### src/rtl/uart_dbtx_pkg.sv
package uart_dbtx_pkg;

  typedef enum logic [1:0] {
    SEQ_IDLE  = 2'd0,
    SEQ_DATA  = 2'd1,
    SEQ_BREAK = 2'd2
  } seq_state_e;

  // Position of the stop bit inside a frame: start at 0, data from 1.
  function automatic int unsigned stop_index(input int unsigned data_w, input logic nine);
    return data_w + 1 + 32'(nine);
  endfunction

  // Level on the line for a given sequencer state and frame position.
  function automatic logic line_level(input seq_state_e st, input logic at_start,
                                      input logic at_stop, input logic lsb);
    logic lvl;
    case (st)
      SEQ_IDLE:  lvl = 1'b1;
      SEQ_BREAK: lvl = 1'b0;
      default:   lvl = at_start ? 1'b0 : (at_stop ? 1'b1 : lsb);
    endcase
    return lvl;
  endfunction

endpackage

### src/rtl/tx_hold_reg.sv
module tx_hold_reg #(
  parameter int DATA_W = 8
) (
  input  logic              clk,
  input  logic              rst_n,
  input  logic              wr_en,
  input  logic [DATA_W-1:0] wr_data,
  input  logic              take,
  output logic [DATA_W-1:0] hold_data,
  output logic              hold_full
);

  always_ff @(posedge clk) begin
    if (!rst_n) begin
      hold_data <= '0;
      hold_full <= 1'b0;
    end else if (wr_en) begin
      hold_data <= wr_data;
      hold_full <= 1'b1;
    end else if (take) begin
      hold_full <= 1'b0;
    end
  end

endmodule

### src/rtl/tx_frame_seq.sv
module tx_frame_seq
  import uart_dbtx_pkg::*;
#(
  parameter int DATA_W = 8
) (
  input  logic              clk,
  input  logic              rst_n,
  input  logic              bit_tick,
  input  logic              tx_en,
  input  logic              brk_req,
  input  logic              nine_bit_mode,
  input  logic              ninth_bit,
  input  logic              hold_full,
  input  logic [DATA_W-1:0] hold_data,
  output logic              take,
  output logic              frame_end,
  output logic              line_out,
  output logic              done
);

  localparam int CHAR_W = DATA_W + 1;
  localparam int POS_W  = $clog2(DATA_W + 3);

  seq_state_e        state_q;
  logic [POS_W-1:0]  pos_q;
  logic [POS_W-1:0]  last_q;
  logic [CHAR_W-1:0] shreg_q;
  logic              done_q;

  logic             boundary;
  logic             start_brk;
  logic [POS_W-1:0] new_last;

  assign new_last  = POS_W'(stop_index(DATA_W, nine_bit_mode));
  assign frame_end = bit_tick && (state_q != SEQ_IDLE) && (pos_q == last_q);
  assign boundary  = bit_tick && ((state_q == SEQ_IDLE) || (pos_q == last_q));
  assign start_brk = boundary && tx_en && brk_req;
  assign take      = boundary && tx_en && !brk_req && hold_full;

  always_ff @(posedge clk) begin
    if (!rst_n) begin
      state_q <= SEQ_IDLE;
      pos_q   <= '0;
      last_q  <= '0;
      shreg_q <= '0;
      done_q  <= 1'b1;
    end else if (take) begin
      state_q <= SEQ_DATA;
      pos_q   <= '0;
      last_q  <= new_last;
      shreg_q <= {ninth_bit & nine_bit_mode, hold_data};
      done_q  <= 1'b0;
    end else if (start_brk) begin
      state_q <= SEQ_BREAK;
      pos_q   <= '0;
      last_q  <= new_last;
      done_q  <= 1'b0;
    end else if (frame_end) begin
      state_q <= SEQ_IDLE;
      pos_q   <= '0;
      done_q  <= 1'b1;
    end else if (bit_tick && state_q != SEQ_IDLE) begin
      pos_q <= pos_q + 1'b1;
      if (state_q == SEQ_DATA && pos_q != '0) shreg_q <= shreg_q >> 1;
    end
  end

  assign line_out = line_level(state_q, pos_q == '0, pos_q == last_q, shreg_q[0]);
  assign done     = done_q;

endmodule

### src/rtl/uart_dbuf_tx.sv
module uart_dbuf_tx #(
  parameter int DATA_W = 8
) (
  input  logic              clk,
  input  logic              rst_n,
  input  logic              bit_tick,
  input  logic              tx_en,
  input  logic              nine_bit_mode,
  input  logic              ninth_bit,
  input  logic              brk_req,
  input  logic              wr_en,
  input  logic [DATA_W-1:0] wr_data,
  output logic              tx_line,
  output logic              dr_empty,
  output logic              tx_done
);

  logic [DATA_W-1:0] hold_data;
  logic              hold_full;
  logic              load_pulse;
  logic              frame_end;

  tx_hold_reg #(.DATA_W(DATA_W)) hold_i (
    .clk      (clk),
    .rst_n    (rst_n),
    .wr_en    (wr_en),
    .wr_data  (wr_data),
    .take     (load_pulse),
    .hold_data(hold_data),
    .hold_full(hold_full)
  );

  tx_frame_seq #(.DATA_W(DATA_W)) seq_i (
    .clk          (clk),
    .rst_n        (rst_n),
    .bit_tick     (bit_tick),
    .tx_en        (tx_en),
    .brk_req      (brk_req),
    .nine_bit_mode(nine_bit_mode),
    .ninth_bit    (ninth_bit),
    .hold_full    (hold_full),
    .hold_data    (hold_data),
    .take         (load_pulse),
    .frame_end    (frame_end),
    .line_out     (tx_line),
    .done         (tx_done)
  );

  assign dr_empty = !hold_full;

endmodule

### config.mk
export PLATFORM = sky130hd
export DESIGN_NAME = uart_dbuf_tx
export DESIGN_NICKNAME = d
export VERILOG_FILES = /design/src/rtl/uart_dbtx_pkg.sv /design/src/rtl/tx_hold_reg.sv /design/src/rtl/tx_frame_seq.sv /design/src/rtl/uart_dbuf_tx.sv
export SDC_FILE = /design/constraint.sdc
export NUM_CORES = 1
export LEC_CHECK = 0
export BUFFER_PORTS_ARGS = -buffer_cell sky130_fd_sc_hd__buf_2
export CORE_ASPECT_RATIO = 1.4
export CORE_MARGIN = 3
export CORE_UTILIZATION = 55
export DETAILED_ROUTE_END_ITERATION = 7
export GPL_ROUTABILITY_DRIVEN = 0
export GPL_TIMING_DRIVEN = 0
export PLACE_DENSITY_LB_ADDON = 0.3
export SYNTH_ARGS = -nofsm -noshare
export SYNTH_HDL_FRONTEND = slang
export SYNTH_SLANG_ARGS = --single-unit
### constraint.sdc
create_clock -name clk -period 2.2 [get_ports clk]
set_clock_uncertainty 0.05 [all_clocks]
set_input_delay 0.22 -clock clk [delete_from_list [all_inputs] [get_ports clk]]
set_output_delay 0.22 -clock clk [all_outputs]
set_load 0.01 [all_outputs]
* Word level (Yosys, flattened, before mapping) *
Cells that the tools add are included.

cells by class
  eq/ne operators = 5
  reduce and logical (&&, ||, !) cells = 24
  add/sub/neg operators = 2
  mux-type cells = 18
  bitwise operators = 2

operator list
  cell                                                   number
  two-way mux 9 bit                                      5
  nonzero test 2 bit                                     6
  logical AND 1 bit                                      8
  two-way mux 1 bit                                      8
  two-way mux 4 bit                                      2
  adder 4 x 1 -> 4 bit, first input constant             1
  adder 4 x 1 -> 4 bit, second input constant            1
  equality test 4 bit                                    1
  logical NOT 4 bit                                      1
  two-way mux 2 bit                                      2
  AND reduction 4 bit                                    1
  nonzero test 4 bit                                     1
  OR reduction 4 bit                                     1
  nonzero test 3 bit                                     1
  equality test 2 x 1 -> 1 bit, second input constant    1
  equality test 2 bit, second input constant             1
  logical NOT 1 bit                                      2
  logical NOT 2 bit                                      1
  inequality test 2 x 1 -> 1 bit, second input constant  1
  inequality test 2 bit, second input constant           1
  case mux 1 bit (2 select lines)                        1
  OR reduction 2 bit                                     1
  bitwise AND 1 bit                                      1
  logical OR 1 bit                                       1
  NOT 1 bit                                              1

storage, ports and cells
  register bits = 29
  output and inout port bits = 3
  input port bits = 16

* Logic depth before layout (Yosys ltp) *
  depth after elaboration = 8
  gate-level depth with buffers = 7
  depth with buffers taken out = 6

* Cells and area by module *
From an unflattened synthesis, not the netlist that was laid out.

unflattened totals
  cell total of the unflattened synthesis = 138
  area total of the unflattened synthesis = 1,360.1 sq um

by module, submodules not included
  module        cells an instance  seq. area each (sq um)  times used  area an instance (sq um)
  tx_frame_seq  109                380.4                   1           1,021.0
  tx_hold_reg   28                 180.2                   1           335.3
  uart_dbuf_tx  1                  0.0                     1           3.8

* Worst setup path before layout *
No wires, ideal clock.

  path type = register to register
  start point = register seq_i.pos_q[1]
  end point = register seq_i.last_q[1]
  setup slack = 0.593 ns
  setup time = 0.072 ns
  cell stages (with the launch flop) = 6
  clock period less this slack = 1.607 ns
  data required time = 2.078 ns
  data arrival time = 1.485 ns
  path buffers = 1
  cell sequence = dfxtp_1 -> xor2_1 -> o41a_1 -> buf_4 -> nor3_4 -> mux2i_1

on the way
  longest elaborated chain between the ends = 7

RTL lines
  what                                                            RTL line                                text
  start, declared                                                 tx_frame_seq.sv:25                      logic [POS_W-1:0] pos_q;
  start signal, assigned                                          tx_frame_seq.sv:63                      pos_q <= pos_q + 1'b1;
  equality test 4 bit *                                           tx_frame_seq.sv:36                      assign boundary = bit_tick && ((state_q == SEQ_IDLE) || (pos_q == last_q));
  logical OR 1 bit *                                              tx_frame_seq.sv:36
  logical AND 1 bit *                                             tx_frame_seq.sv:36
  logical AND 1 bit *                                             tx_frame_seq.sv:37, tx_frame_seq.sv:38
  logical AND 1 bit (2 in a row)                                  tx_frame_seq.sv:38                      assign take = boundary && tx_en && !brk_req && hold_full;
  two-way mux 4 bit / nonzero test 2 bit (equally long branches)  n/a
  end signal, assigned                                            tx_frame_seq.sv:50                      last_q <= new_last;
  end signal, assigned                                            tx_frame_seq.sv:56                      last_q <= new_last;
  end, declared                                                   tx_frame_seq.sv:26                      logic [POS_W-1:0] last_q;

Every way passes the cells marked *; elsewhere a longest branch is shown, timed or not.
A chain may end at the register's enable or synchronous reset.

* Worst setup path in the final report *
  start point = register seq_i.pos_q[1]
  end point = output tx_line

on the way
  longest elaborated chain between the ends = 4

RTL lines
  what                               RTL line             text
  equality test 4 bit                tx_frame_seq.sv:68   assign line_out = line_level(state_q, pos_q == '0, pos_q == last_q, shreg_q[0]);
  two-way mux 1 bit                  uart_dbtx_pkg.sv:21  default: lvl = at_start ? 1'b0 : (at_stop ? 1'b1 : lsb);
  two-way mux 1 bit *                uart_dbtx_pkg.sv:21
  case mux 1 bit (2 select lines) *  uart_dbtx_pkg.sv:18  case (st)
  end, declared                      uart_dbuf_tx.sv:13   output logic tx_line,

Marked as above.

==> impl_metrics.ini <==
[routing]
drt_first_pass_iters = 4
vias_per_cell = 6.047
wirelength_um = 2754
drc = 0
vias = 1149
drt_iter0_markers = 42
avgRoutedWirePerCell_um = 14.49
ant_nets = 0

[layout]
final_area_mm2 = 0.001504
final_nets = 187
layout_commonest_cell = dfxtp_1
layout-drive-gt1-share = 0.1964
layout_common_cells = 28 x dfxtp_1, 17 x buf_2, 14 x o21ai_0
syn2layout_area_growth_pct = 12.55
antenna_cells = 0

[clocking]
path_clk_slew_ps = 150
cts_buffer_depth = 2
cts_buffers = 3
clock_latency_ps = 330
root_buffer = clkbuf_4
clock-sinks = 28
htreeDepth = 1
cts_tree = done

[sta]
relSlewSlack = 0.5644
final.setup.tns_ps = 0
hold_viol = 0
setup_violations = 0
fmax_ghz = 0.4851
fin_crit_sh = 0.9370
slew_violations = 0
holdWs_ps = 40.19
min_period_ps = 2061
worst_pin_slew_ps = 646.6
rsz0062_at_grt = no

[global_route]
grt_pass1_wl_um = 4726
antenna_found_initial = 0
overflow = 0
grt_max_degree = 17
grt_usage = 0.2023
grt_pass1_vias = 1123

[yosys]
synth_top_family_by_area = compound AO/OA/AOI/OAI gates
syn_inst = 148
yosys_most_used_dff = dfxtp_1
synth-compound-area-share = 0.2051
synth-simple-area-share = 0.1723
ys_seq_area_frac = 0.4195
synth_seq_cells = 28
synth-edff-count = 0
avgSynthCellArea_um2 = 9.029
synthArstFlopShare = 0
muxShareOfSynthArea = 0.08240
yosysUniqueCellTypes = 37
synthAdderAreaFrac = 0.01873
syn_area_mm2 = 0.001336
yosysWarnings = 0
synth_nets = 166
synth_xor_area_frac = 0.03933

[worst_hold_path]
hp-class = input port to register
min_from = nine_bit_mode

[power_and_ir_drop]
ir_drop_mv = 0.5401
leakage_nw = 0.6074
powerDensity_mw_per_mm2 = 671.7

[die]
core-area_mm2 = 0.002252
rows = 20
start_util = 0.5933
die_x_um = 47.66
ioPinCount = 19
die_y_um = 64.32
die_area_mm2 = 0.003065

[setup_path]
critPathRequiredTime_ps = 1930
cp-start-kind = register
setup.worst_path.start = seq_i.pos_q[1]
worstPathArrival_ps = 1790
worst_setup_path_end_kind = primary output
critPathKind = register to primary output
reg2reg_from = seq_i.pos_q[0]
crit_fanout = 10

[placed_design]
portBuffers = 16
placed_area_mm2 = 0.001444
place.detailed.hpwl_um = 2045

[outcome]
outcome = complete, no violations

[run]
drv_cap = 0
cell families after synthesis:
logic type / after synthesis
buffers and inverters: 17
and+or+nand+nor: 42
muxes: 11
adders and majority gates: 2
xor gates and xnor gates: 6
AOI/OAI and AO/OA: 42
DFF: 28
worst max-delay path, stage by stage (launching register included):
cell	delay, ps
dfxtp_1	380
xor2_1	220
nor4_2	320
clkbuf_2	260
o21ai_0	90
nand2_1	70
buf_2	120
layer usage:
layer | vias to the layer above | track usage | part of all wire
li1 | 577 | - | -
met1 | 539 | 0.2925 | 0.49
met5 | - | 0 | 0
met3 | 4 | 0.01690 | 0.041
met4 | 0 | 0.06397 | 0.012
met2 | 29 | 0.3104 | 0.46
cells in the mapped netlist, drive strengths merged (2+ instances only):
library cell | number | share of area
dfxtp | 28 | 0.42
o31ai | 8 | 0.045
xnor2 | 3 | 0.020
nor3 | 6 | 0.031
xor2 | 3 | 0.020
clkbuf | 6 | 0.017
nor4 | 2 | 0.0094
nand2 | 4 | 0.013
a21oi | 4 | 0.015
ha | 2 | 0.019
o21ai | 15 | 0.059
buf | 4 | 0.026
inv | 6 | 0.017
nand3 | 10 | 0.037
a31oi | 9 | 0.042
mux2i | 11 | 0.082
nor2 | 11 | 0.031
or2 | 2 | 0.0094
worst paths after layout:
check	end	slack (ps)	cells after the start
worst max-delay path	tx_line	140	6
worst min-delay path	seq_i.last_q[0]	40	2
worst max register to register	seq_i.shreg_q[1]	380	7
worst min register to register	seq_i.last_q[1]	440	2
cell type report:
type	instances	area, µm²
buffer	10	58.81
clock inverter	1	30.03
clock buffer	3	22.52
multi-input combinational	103	698.2
timing repair buffer	16	80.08
inverter	7	26.28
fill	187	748.2
tap	22	27.53
sequential	28	560.5
sequential cells by signal (all words and copies together), names as in the netlist:
name              flops
seq_i.last_q          3
hold_i.hold_full      1
hold_i.hold_data      8
seq_i.done            1
seq_i.pos_q           4
seq_i.state_q         2
seq_i.shreg_q         9
per-stage QoR:
step                      power [mW]  std cells    util  setup WS (ps)
after floorplan               0.6413        148       -          592.9
after global placement        0.6794        186  0.6411          331.4
after detailed placement      0.6834        186  0.6411          357.3
after CTS                      1.017        190  0.6650          67.29
after global routing           1.054        190  0.6678          13.98
final                          1.010        190  0.6678          138.7
timing repair:
item                                    4_1_cts  5_1_grt
gates resized for setup                       1        1
endpoints found under the setup margin        1        1
pin swaps                                     0        0
hold buffers                                  0        0
buffers inserted                              0        0
power breakdown:
group          total, mW  switching [mW]  internal (mW)
clock              0.334           0.150          0.184
combinational      0.136          0.0820         0.0535
sequential         0.541          0.0121          0.528
total               1.01           0.244          0.766
Note: power is estimated with default switching activity, not from simulation.
